**config.mk**
```make
export PLATFORM = sky130hd
export DESIGN_NAME = frame_sync_rx
export DESIGN_NICKNAME = d
export VERILOG_FILES = /design/src/rtl/frame_sync_rx_pkg.sv /design/src/rtl/fsr_edge.sv /design/src/rtl/fsr_shift.sv /design/src/rtl/fsr_ctrl.sv /design/src/rtl/frame_sync_rx.sv
export SDC_FILE = /design/constraint.sdc
export NUM_CORES = 1
export LEC_CHECK = 0
export ABC_AREA = 1
export ABC_CLOCK_PERIOD_IN_PS = 4900
export BUFFER_PORTS_ARGS = -buffer_cell sky130_fd_sc_hd__buf_2
export CAP_MARGIN = 10
export CORE_AREA = 2 2 144 111
export DETAILED_ROUTE_END_ITERATION = 16
export DIE_AREA = 0 0 146 113
export PLACE_DENSITY = 0.48
export SETUP_SLACK_MARGIN = 0.15
export SLEW_MARGIN = 20
export SYNTH_ARGS = -nofsm -noshare
export SYNTH_HDL_FRONTEND = slang
export SYNTH_SLANG_ARGS = --single-unit
```
**constraint.sdc**
```tcl
create_clock -name clk -period 4.9 [get_ports clk]
set_input_delay 0.245 -clock clk [delete_from_list [all_inputs] [get_ports clk]]
set_output_delay 0.245 -clock clk [all_outputs]
set_load 0.02 [all_outputs]
```
**src/rtl/frame_sync_rx_pkg.sv**
```systemverilog
package frame_sync_rx_pkg;

    localparam int SYNC_MAX = 16;
    localparam int SL_W     = 4;

    typedef enum logic [1:0] {
        ST_IDLE  = 2'd0,
        ST_DELAY = 2'd1,
        ST_DATA  = 2'd2
    } rx_state_e;

    typedef struct packed {
        logic start;
        logic sync;
    } rf_evt_t;

    function automatic int max_int(input int a, input int b);
        return (a > b) ? a : b;
    endfunction

endpackage

```
**src/rtl/fsr_edge.sv**
```systemverilog
module fsr_edge
    import frame_sync_rx_pkg::*;
(
    input  logic    clk,
    input  logic    rst,
    input  logic    tick,
    input  logic    rf_in,
    input  logic    start_fall,
    input  logic    sync_fall,
    input  logic    stat_clr,
    output rf_evt_t evt,
    output logic    sync_flag
);
    logic rf_last;
    logic rise;
    logic fall;

    always_comb begin
        rise      = rf_in & ~rf_last;
        fall      = ~rf_in & rf_last;
        evt.start = tick & (start_fall ? fall : rise);
        evt.sync  = tick & (sync_fall ? fall : rise);
    end

    always_ff @(posedge clk) begin
        if (rst) begin
            rf_last   <= 1'b0;
            sync_flag <= 1'b0;
        end else begin
            if (tick) rf_last <= rf_in;
            if (evt.sync)      sync_flag <= 1'b1;
            else if (stat_clr) sync_flag <= 1'b0;
        end
    end
endmodule

```
**src/rtl/fsr_shift.sv**
```systemverilog
module fsr_shift #(
    parameter int W = 16,
    localparam int IW = $clog2(W)
) (
    input  logic          clk,
    input  logic          rst,
    input  logic          en,
    input  logic          clr,
    input  logic          msb_first,
    input  logic [IW-1:0] len_m1,
    input  logic          rd,
    output logic [W-1:0]  sh_next
);
    logic [W-1:0] sh;
    logic [W-1:0] base;

    always_comb begin
        base = clr ? '0 : sh;
        if (msb_first) begin
            sh_next = {base[W-2:0], rd};
        end else begin
            sh_next         = base >> 1;
            sh_next[len_m1] = rd;
        end
    end

    always_ff @(posedge clk) begin
        if (rst)     sh <= '0;
        else if (en) sh <= sh_next;
    end
endmodule

```
**src/rtl/fsr_ctrl.sv**
```systemverilog
module fsr_ctrl
    import frame_sync_rx_pkg::*;
#(
    parameter int DLY_W = 8,
    parameter int LEN_W = 4,
    parameter int NW_W  = 4
) (
    input  logic             clk,
    input  logic             rst,
    input  logic             tick,
    input  logic             start_evt,
    input  logic [DLY_W-1:0] cfg_delay,
    input  logic [LEN_W-1:0] cfg_dlen_m1,
    input  logic [NW_W-1:0]  cfg_nwords_m1,
    input  logic [SL_W-1:0]  cfg_synclen_m1,
    output logic             shift_en,
    output logic             shift_clr,
    output logic             phase_sync,
    output logic             tag_done,
    output logic             word_done,
    output logic             busy
);
    localparam int CW = max_int(DLY_W, LEN_W);

    rx_state_e         state, state_n;
    logic [CW-1:0]     bitcnt, bitcnt_n;
    logic [NW_W-1:0]   wordcnt, wordcnt_n;
    logic              sync_ok;

    assign sync_ok = (int'(cfg_synclen_m1) + 1) <= int'(cfg_delay);
    assign busy    = (state != ST_IDLE);

    always_comb begin
        state_n    = state;
        bitcnt_n   = bitcnt;
        wordcnt_n  = wordcnt;
        shift_en   = 1'b0;
        shift_clr  = 1'b0;
        phase_sync = 1'b0;
        tag_done   = 1'b0;
        word_done  = 1'b0;
        unique case (state)
            ST_IDLE: begin
                if (start_evt) begin
                    state_n   = (cfg_delay == '0) ? ST_DATA : ST_DELAY;
                    bitcnt_n  = '0;
                    wordcnt_n = '0;
                end
            end
            ST_DELAY: begin
                if (tick) begin
                    if (sync_ok && bitcnt <= CW'(cfg_synclen_m1)) begin
                        shift_en   = 1'b1;
                        shift_clr  = (bitcnt == '0);
                        phase_sync = 1'b1;
                        tag_done   = (bitcnt == CW'(cfg_synclen_m1));
                    end
                    if (bitcnt == CW'(cfg_delay - 1'b1)) begin
                        state_n  = ST_DATA;
                        bitcnt_n = '0;
                    end else begin
                        bitcnt_n = bitcnt + 1'b1;
                    end
                end
            end
            ST_DATA: begin
                if (tick) begin
                    shift_en  = 1'b1;
                    shift_clr = (bitcnt == '0);
                    if (bitcnt == CW'(cfg_dlen_m1)) begin
                        word_done = 1'b1;
                        bitcnt_n  = '0;
                        if (wordcnt == cfg_nwords_m1) state_n = ST_IDLE;
                        else                          wordcnt_n = wordcnt + 1'b1;
                    end else begin
                        bitcnt_n = bitcnt + 1'b1;
                    end
                end
            end
            default: state_n = ST_IDLE;
        endcase
    end

    always_ff @(posedge clk) begin
        if (rst) begin
            state   <= ST_IDLE;
            bitcnt  <= '0;
            wordcnt <= '0;
        end else begin
            state   <= state_n;
            bitcnt  <= bitcnt_n;
            wordcnt <= wordcnt_n;
        end
    end
endmodule

```
**src/rtl/frame_sync_rx.sv**
```systemverilog
module frame_sync_rx
    import frame_sync_rx_pkg::*;
#(
    parameter int DW    = 16,
    parameter int DLY_W = 8,
    parameter int NW_W  = 4,
    localparam int LEN_W = $clog2(DW)
) (
    input  logic                clk,
    input  logic                rst,
    input  logic                bclk_en,
    input  logic                rf_in,
    input  logic                rd_in,
    input  logic                cfg_start_fall,
    input  logic                cfg_sync_fall,
    input  logic                cfg_msb_first,
    input  logic [DLY_W-1:0]    cfg_delay,
    input  logic [LEN_W-1:0]    cfg_dlen_m1,
    input  logic [NW_W-1:0]     cfg_nwords_m1,
    input  logic [SL_W-1:0]     cfg_synclen_m1,
    input  logic                data_ack,
    input  logic                stat_clr,
    output logic [DW-1:0]       data_out,
    output logic                data_valid,
    output logic [SYNC_MAX-1:0] sync_tag,
    output logic                sync_tag_new,
    output logic                sync_flag,
    output logic                overrun,
    output logic                busy
);
    localparam int SH_W = max_int(DW, SYNC_MAX);
    localparam int IW   = $clog2(SH_W);

    rf_evt_t         evt;
    logic            shift_en, shift_clr, phase_sync, tag_done, word_done;
    logic [IW-1:0]   len_m1;
    logic [SH_W-1:0] sh_next;

    fsr_edge i_edge (
        .clk       (clk),
        .rst       (rst),
        .tick      (bclk_en),
        .rf_in     (rf_in),
        .start_fall(cfg_start_fall),
        .sync_fall (cfg_sync_fall),
        .stat_clr  (stat_clr),
        .evt       (evt),
        .sync_flag (sync_flag)
    );

    fsr_ctrl #(.DLY_W(DLY_W), .LEN_W(LEN_W), .NW_W(NW_W)) i_ctrl (
        .clk           (clk),
        .rst           (rst),
        .tick          (bclk_en),
        .start_evt     (evt.start),
        .cfg_delay     (cfg_delay),
        .cfg_dlen_m1   (cfg_dlen_m1),
        .cfg_nwords_m1 (cfg_nwords_m1),
        .cfg_synclen_m1(cfg_synclen_m1),
        .shift_en      (shift_en),
        .shift_clr     (shift_clr),
        .phase_sync    (phase_sync),
        .tag_done      (tag_done),
        .word_done     (word_done),
        .busy          (busy)
    );

    assign len_m1 = phase_sync ? IW'(cfg_synclen_m1) : IW'(cfg_dlen_m1);

    fsr_shift #(.W(SH_W)) i_shift (
        .clk      (clk),
        .rst      (rst),
        .en       (shift_en),
        .clr      (shift_clr),
        .msb_first(cfg_msb_first),
        .len_m1   (len_m1),
        .rd       (rd_in),
        .sh_next  (sh_next)
    );

    always_ff @(posedge clk) begin
        if (rst) begin
            data_out     <= '0;
            data_valid   <= 1'b0;
            overrun      <= 1'b0;
            sync_tag     <= '0;
            sync_tag_new <= 1'b0;
        end else begin
            sync_tag_new <= tag_done;
            if (tag_done) sync_tag <= sh_next[SYNC_MAX-1:0];
            if (word_done) begin
                data_out   <= sh_next[DW-1:0];
                data_valid <= 1'b1;
            end else if (data_ack) begin
                data_valid <= 1'b0;
            end
            if (word_done && data_valid && !data_ack) overrun <= 1'b1;
            else if (stat_clr)                        overrun <= 1'b0;
        end
    end
endmodule

```
Word-level counts from Yosys, hierarchy flattened

Index checks and enable logic that the tools add are counted.

Bits in registers: 67
Bits of input ports: 30
Output and inout bits: 37
Word-level logic and storage cells: 102

Add/sub/neg operators: 4
$lt $le $gt $ge: 4
Equal/unequal tests: 13
Muxes and demuxes: 47
Bitwise operators: 6
Reduce and logical (&&, ||, !) cells: 17

Operators with widths:

| kind                                                                     | count |
|---|---|
| 8-bit 2-to-1 mux                                                         | 5 |
| 32-bit by 9-bit less-or-equal comparator with 1-bit output               | 1 |
| 16-bit 2-to-1 mux                                                        | 2 |
| 8-bit case mux with 3 select lines                                       | 1 |
| 1-bit 2-to-1 mux                                                         | 21 |
| 4-bit 2-to-1 mux                                                         | 5 |
| 16-bit bitwise mux                                                       | 1 |
| 8-bit by 4-bit == test with 1-bit output                                 | 2 |
| 8-bit zero test                                                          | 2 |
| 2-bit 2-to-1 mux                                                         | 7 |
| 2-bit nonzero test                                                       | 5 |
| 8-bit by 1-bit adder with 8-bit output (second input constant)           | 1 |
| 8-bit == test                                                            | 1 |
| 8-bit by 4-bit less-or-equal comparator with 1-bit output                | 1 |
| 2-bit by 1-bit inequality test with 1-bit output (second input constant) | 4 |
| 4-bit case mux with 2 select lines                                       | 1 |
| 8-bit by 1-bit subtractor with 8-bit output (second input constant)      | 1 |
| 2-bit inequality test (second input constant)                            | 3 |
| 2-bit case mux with 3 select lines                                       | 1 |
| 6-bit AND reduction                                                      | 1 |
| 4-bit by 1-bit adder with 5-bit output (second input constant)           | 1 |
| 4-bit by 5-bit < comparator with 1-bit output (second input constant)    | 1 |
| 5-bit AND reduction                                                      | 1 |
| 4-bit by 1-bit adder with 4-bit output (second input constant)           | 1 |
| other kinds (13)                                                         | 21 |

Depth between registers and ports, before layout

Depth in word-level cells: 13
Mapped depth: 19

Cells and area by module

A second synthesis with hierarchy kept.

Cell total of the unflattened synthesis: 661
Area, all modules: 4536.9 um^2

Modules (own cells, without submodules):

| module        | instances | cells an instance | area an instance (um^2) | sequential area each (um^2) |
|---|---|---|---|---|
| fsr_ctrl      | 1         | 251               | 1626.6                  | 280.3 |
| frame_sync_rx | 1         | 163               | 1437.6                  | 700.7 |
| fsr_shift     | 1         | 227               | 1348.8                  | 320.3 |
| fsr_edge      | 1         | 20                | 123.9                   | 40.0 |

Worst setup path after synthesis

Ideal clock, no wire load.

Path type: input to register
From: input cfg_synclen_m1[0]
To: register i_shift.sh[5]
Setup time: 0.109 ns
Arrival: 2.094 ns
Data required time: 4.791 ns
Path slack: 2.697 ns
Stages: 18
Path through: ha_1 > nand2_1 > nor2_1 > ha_1 > nand2_1 > nor3_1 > nand2_1 > nand2_1 > nand3_2 > buf_2 > nand4_1 > nand2_2 > nor2_4 > nand3_1 > nand3_2 > nand3_1 > nand2_1 > inv_1

Longest elaborated chain between the ends: 13
Elaborated cells between the ends (all ways): 20
Those cells by class: add/sub: 1; order compare: 4; mux: 13; reduce/logical: 2

Ends and longest elaborated chain:

| item                                                                                                                                                       | RTL line            | RTL |
|---|---|---|
| start: declaration                                                                                                                                         | frame_sync_rx.sv:20 | `input logic [SL_W-1:0] cfg_synclen_m1,` |
| 4-bit by 1-bit adder with 5-bit output                                                                                                                     | fsr_ctrl.sv:30      | `assign sync_ok = (int'(cfg_synclen_m1) + 1) <= int'(cfg_delay);` |
| 32-bit by 9-bit less-or-equal comparator with 1-bit output                                                                                                 | fsr_ctrl.sv:30      |  |
| 1-bit logical AND                                                                                                                                          | fsr_ctrl.sv:52      | `if (sync_ok && bitcnt <= CW'(cfg_synclen_m1)) begin` |
| 1-bit 2-to-1 mux                                                                                                                                           | fsr_ctrl.sv:52      |  |
| 1-bit 2-to-1 mux                                                                                                                                           | fsr_ctrl.sv:51      | `if (tick) begin` |
| 1-bit 2-to-1 mux                                                                                                                                           | fsr_ctrl.sv:42      | `unique case (state)` |
| 4-bit 2-to-1 mux                                                                                                                                           | frame_sync_rx.sv:68 | `assign len_m1 = phase_sync ? IW'(cfg_synclen_m1) : IW'(cfg_dlen_m1);` |
| 4-bit by 5-bit < comparator with 1-bit output (implied by the code) / 4-bit by 1-bit greater-or-equal comparator with 1-bit output (equally long branches) | fsr_shift.sv:23     | `sh_next[len_m1] = rd;` |
| 1-bit logical AND (implied by the code)                                                                                                                    | fsr_shift.sv:23     |  |
| 1-bit 2-to-1 mux (implied by the code)                                                                                                                     | fsr_shift.sv:23     |  |
| 1-bit demux with 4-bit select                                                                                                                              | -                   |  |
| 16-bit bitwise mux                                                                                                                                         | fsr_shift.sv:23     |  |
| 16-bit 2-to-1 mux                                                                                                                                          | fsr_shift.sv:19     | `if (msb_first) begin` |
| end signal: assignment                                                                                                                                     | fsr_shift.sv:29     | `else if (en) sh <= sh_next;` |
| end: declaration                                                                                                                                           | fsr_shift.sv:14     | `logic [W-1:0] sh;` |

Parallel ways exist; a longest one is shown, timed or not.
A chain may end at the register's enable or synchronous reset.

Worst setup path after layout

From: input cfg_synclen_m1[0]
To: register data_out[14]

Longest elaborated chain between the ends: 13
Elaborated cells between the ends (all ways): 19
Those cells by class: add/sub: 1; order compare: 4; mux: 12; reduce/logical: 2

Ends and longest elaborated chain:

| item                                                                                                                                                       | RTL line            | RTL |
|---|---|---|
| 4-bit by 1-bit adder with 5-bit output                                                                                                                     | fsr_ctrl.sv:30      |  |
| 32-bit by 9-bit less-or-equal comparator with 1-bit output                                                                                                 | fsr_ctrl.sv:30      |  |
| 1-bit logical AND                                                                                                                                          | fsr_ctrl.sv:52      |  |
| 1-bit 2-to-1 mux                                                                                                                                           | fsr_ctrl.sv:52      |  |
| 1-bit 2-to-1 mux                                                                                                                                           | fsr_ctrl.sv:51      |  |
| 1-bit 2-to-1 mux                                                                                                                                           | fsr_ctrl.sv:42      |  |
| 4-bit 2-to-1 mux                                                                                                                                           | frame_sync_rx.sv:68 |  |
| 4-bit by 5-bit < comparator with 1-bit output (implied by the code) / 4-bit by 1-bit greater-or-equal comparator with 1-bit output (equally long branches) | fsr_shift.sv:23     |  |
| 1-bit logical AND (implied by the code)                                                                                                                    | fsr_shift.sv:23     |  |
| 1-bit 2-to-1 mux (implied by the code)                                                                                                                     | fsr_shift.sv:23     |  |
| 1-bit demux with 4-bit select                                                                                                                              | -                   |  |
| 16-bit bitwise mux                                                                                                                                         | fsr_shift.sv:23     |  |
| 16-bit 2-to-1 mux *                                                                                                                                        | fsr_shift.sv:19     |  |
| end signal: assignment                                                                                                                                     | frame_sync_rx.sv:92 | `data_out <= sh_next[DW-1:0];` |
| end: declaration                                                                                                                                           | frame_sync_rx.sv:23 | `output logic [DW-1:0] data_out,` |

Every way passes the cells marked *; elsewhere a longest branch is shown, timed or not.

==> metrics.txt <==
outcome=finished, final reports clean; Rows=39; Syn Std Cell Area=0.00446 mm²; Comb power frac=31.8%; Vias=4356; grt ovf=0; terminus of the critical flop-to-flop path=data_out[14]; layout cells sized above 1=16.4%; Hold Crit Class=in2reg; Setup Buffers After CTS=0; r2r worst-path depth=15; final worst path period need=2930 ps; DRT Wirelength=12200 µm; max-capacitance violation count=0; most frequent cells in the layout=nand2_1 (150), nor2_1 (119), nand3_1 (90), inv_1 (87), dfxtp_1 (67); syn nets=745; met3 WL=888 µm; sequential fraction of the synthesis area=30.0%; hold_buf cts=0; maximum clock frequency=342 MHz; CTS tree=done; Critical R2R Launch=i_ctrl.bitcnt[0]; pin count of the biggest net entering global routing=56; Worst Setup Slack, final=1970 ps; post-CTS resize count=0; hold path depth=4; Distinct cells, synth=31; Hold Violations, Final=0; final slew viol count=0; Seq cells post-synth=67; crit path DAT=3210 ps; Worst slew margin=35.0%; CTS clk-pin slew, worst paths=60 ps; die height=113 µm; Final Cycle Share=59.8%; hold path start=stat_clr; die extent in x=146 µm; Nets=797; met1 WL=6240 µm; worst-path fanout max=30; Synth Area in Adders=5.04%; commonest non-fill, non-tap cell in the layout=nand2_1; Post-synth EDFFs=0; power share of the clock group=34.8%; setup TNS=0 ps; vias in the first global route=4152; Leakage Power=2.60 nW; gpl congestion=0.832; Max VDD drop=0.000125 V; xor/xnor share of the synthesized area=4.71%; port buffer count=66; P_int=1.25 mW; Synth Area in Compound Gates=6.25%; first-pass GRT wire length=20700 µm; CTS H-Tree Depth=3; Worst Tran Pin Value=972 ps; Top Layer Used=met4; Synth async-reset ratio=0%; CTS buffer count=9; ranking of synthesized cells by area=dfxtp_1 (30%), nand2_1 (13%), nand3_1 (10%); detailed placement HPWL=8820 µm; Switching Fraction=36.1%; CP required=5180 ps; worst reg-to-reg setup slack=2050 ps; PD cells=371 mW/mm²; Yosys top cell area share=30.0%; Clock Path Buffers=2; Synth Warn #=0; crit end category=flop; Place WS=1660 ps; Total GRT Usage=15.5%; Remaining DRCs=0; switching power=0.705 mW; Wirelength per Cell=12.7 µm; die area=0.0165 mm²; Hold Path End=i_edge.sync_flag; crit start category=input port; routed vias/inst=4.54; endpoints failing setup=0; Post-Synthesis Cells=697; clk sinks=67; Post-Synth Simple-Gate Area=43.4%; Critical Setup Path Class=in2reg; n_diodes=0; root buffer cell=clkbuf_16; share of power burned in registers=33.3%; largest family of logic cells by synthesized area=simple AND/OR/NAND/NOR gates; RSZ-0062 raised after global routing=no; Synth area leader=dfxtp_1; Initial Util=29.7%; Routed Antenna Nets=0; clock skew=5.37 ps; Core ar.=0.0150 mm²; initial antenna violation count=0; # IOs=67; initial DRC count=250; Area Growth Syn to Fin=18.0%; TritonRoute pass-1 iters=4; syn_area_per_cell=6.40 µm²; Primary FF master, synth=dfxtp_1; Routed met2 length=5000 µm; multiplexer share of the synthesized area=0%; Clk Latency, worst-skew pair=330 ps
final cells by class:
type | instances | area [µm²]
fill | 1674 | 9760
multi-input combinational | 510 | 2660
sequential | 67 | 1340
timing repair buffer | 70 | 360
inverter | 91 | 342
tap | 205 | 256
clock buffer | 11 | 233
clock inverter | 5 | 77.6
metal layers:
layer,track usage (%),vias up
met5,0,-
li1,-,2316
met4,3.69,0
met2,24.0,114
met3,3.63,5
met1,21.7,1921
worst max-delay path, cell delays in order:
cell,delay [ps]
buf_2,140
ha_1,220
nand2_1,70
nor2_1,40
ha_1,320
nand2_1,70
nor3_1,190
nand2_1,100
nand2_1,70
nand3_2,230
nand2_1,140
nand2_1,60
nand2_1,710
nand2_1,140
nand2_1,130
nand3_2,100
nand3_1,120
nand2_1,60
inv_1,40
Yosys cell counts, types with 2 or more instances:
cell / instances
inv_1: 88
buf_2: 12
nand3_2: 16
clkbuf_1: 15
xnor2_1: 6
o21ai_0: 16
nand2_2: 8
nor2_1: 120
a21oi_1: 24
dfxtp_1: 67
nand3_1: 90
nand4_1: 15
nor3_1: 5
inv_2: 2
xor2_1: 18
nand3b_1: 2
nand2_1: 150
ha_1: 18
o211ai_1: 6
nor2_4: 8
logic make-up after synthesis:
logic type / after synthesis
buffers and inverters: 120
AOI/OAI and AO/OA: 50
and+or+nand+nor: 418
DFF: 67
xor gates and xnor gates: 24
adders and majority gates: 18
how the worst max path moves through the flow:
stage                     cells past startpoint            end  slack, ps               from
after floorplan                              18  i_shift.sh[5]       2700  cfg_synclen_m1[0]
after global placement                       18   sync_tag[11]       1800  cfg_synclen_m1[0]
after detailed placement                     17    sync_tag[7]       1660  cfg_synclen_m1[0]
after CTS                                    17    sync_tag[7]       2020  cfg_synclen_m1[0]
after global routing                         19    sync_tag[3]       1600  cfg_synclen_m1[0]
final                                        19   data_out[14]       1970  cfg_synclen_m1[0]
power by group through the flow:
stage,logic [mW],clock network (mW),registers (mW)
after floorplan,0.473,0,0.657
after global placement,0.604,0,0.663
after detailed placement,0.617,0,0.664
after CTS,0.619,0.703,0.651
after global routing,0.711,0.728,0.660
final,0.622,0.680,0.651
registers in the layout, indices dropped and copies added, names as in the netlist:
register and cells:
i_edge.rf_last 1, i_ctrl.bitcnt 8, i_shift.sh 16, data_out 16, sync_tag_new 1, overrun 1, i_ctrl.state 2, data_valid 1
i_ctrl.wordcnt 4, sync_tag 16, i_edge.sync_flag 1
per-stage QoR:
stage	cell area [µm²]	instances	power, mW	hold WS, ps	util [%]
final	5270	959	1.95	182	35.0
after floorplan	4460	697	1.13	394	-
after global routing	5270	959	2.10	196	35.0
after CTS	5270	959	1.97	170	35.0
after global placement	4960	943	1.27	449	33.0
after detailed placement	4960	943	1.28	454	33.0
No activity file was read; power rests on OpenSTA's default activity.
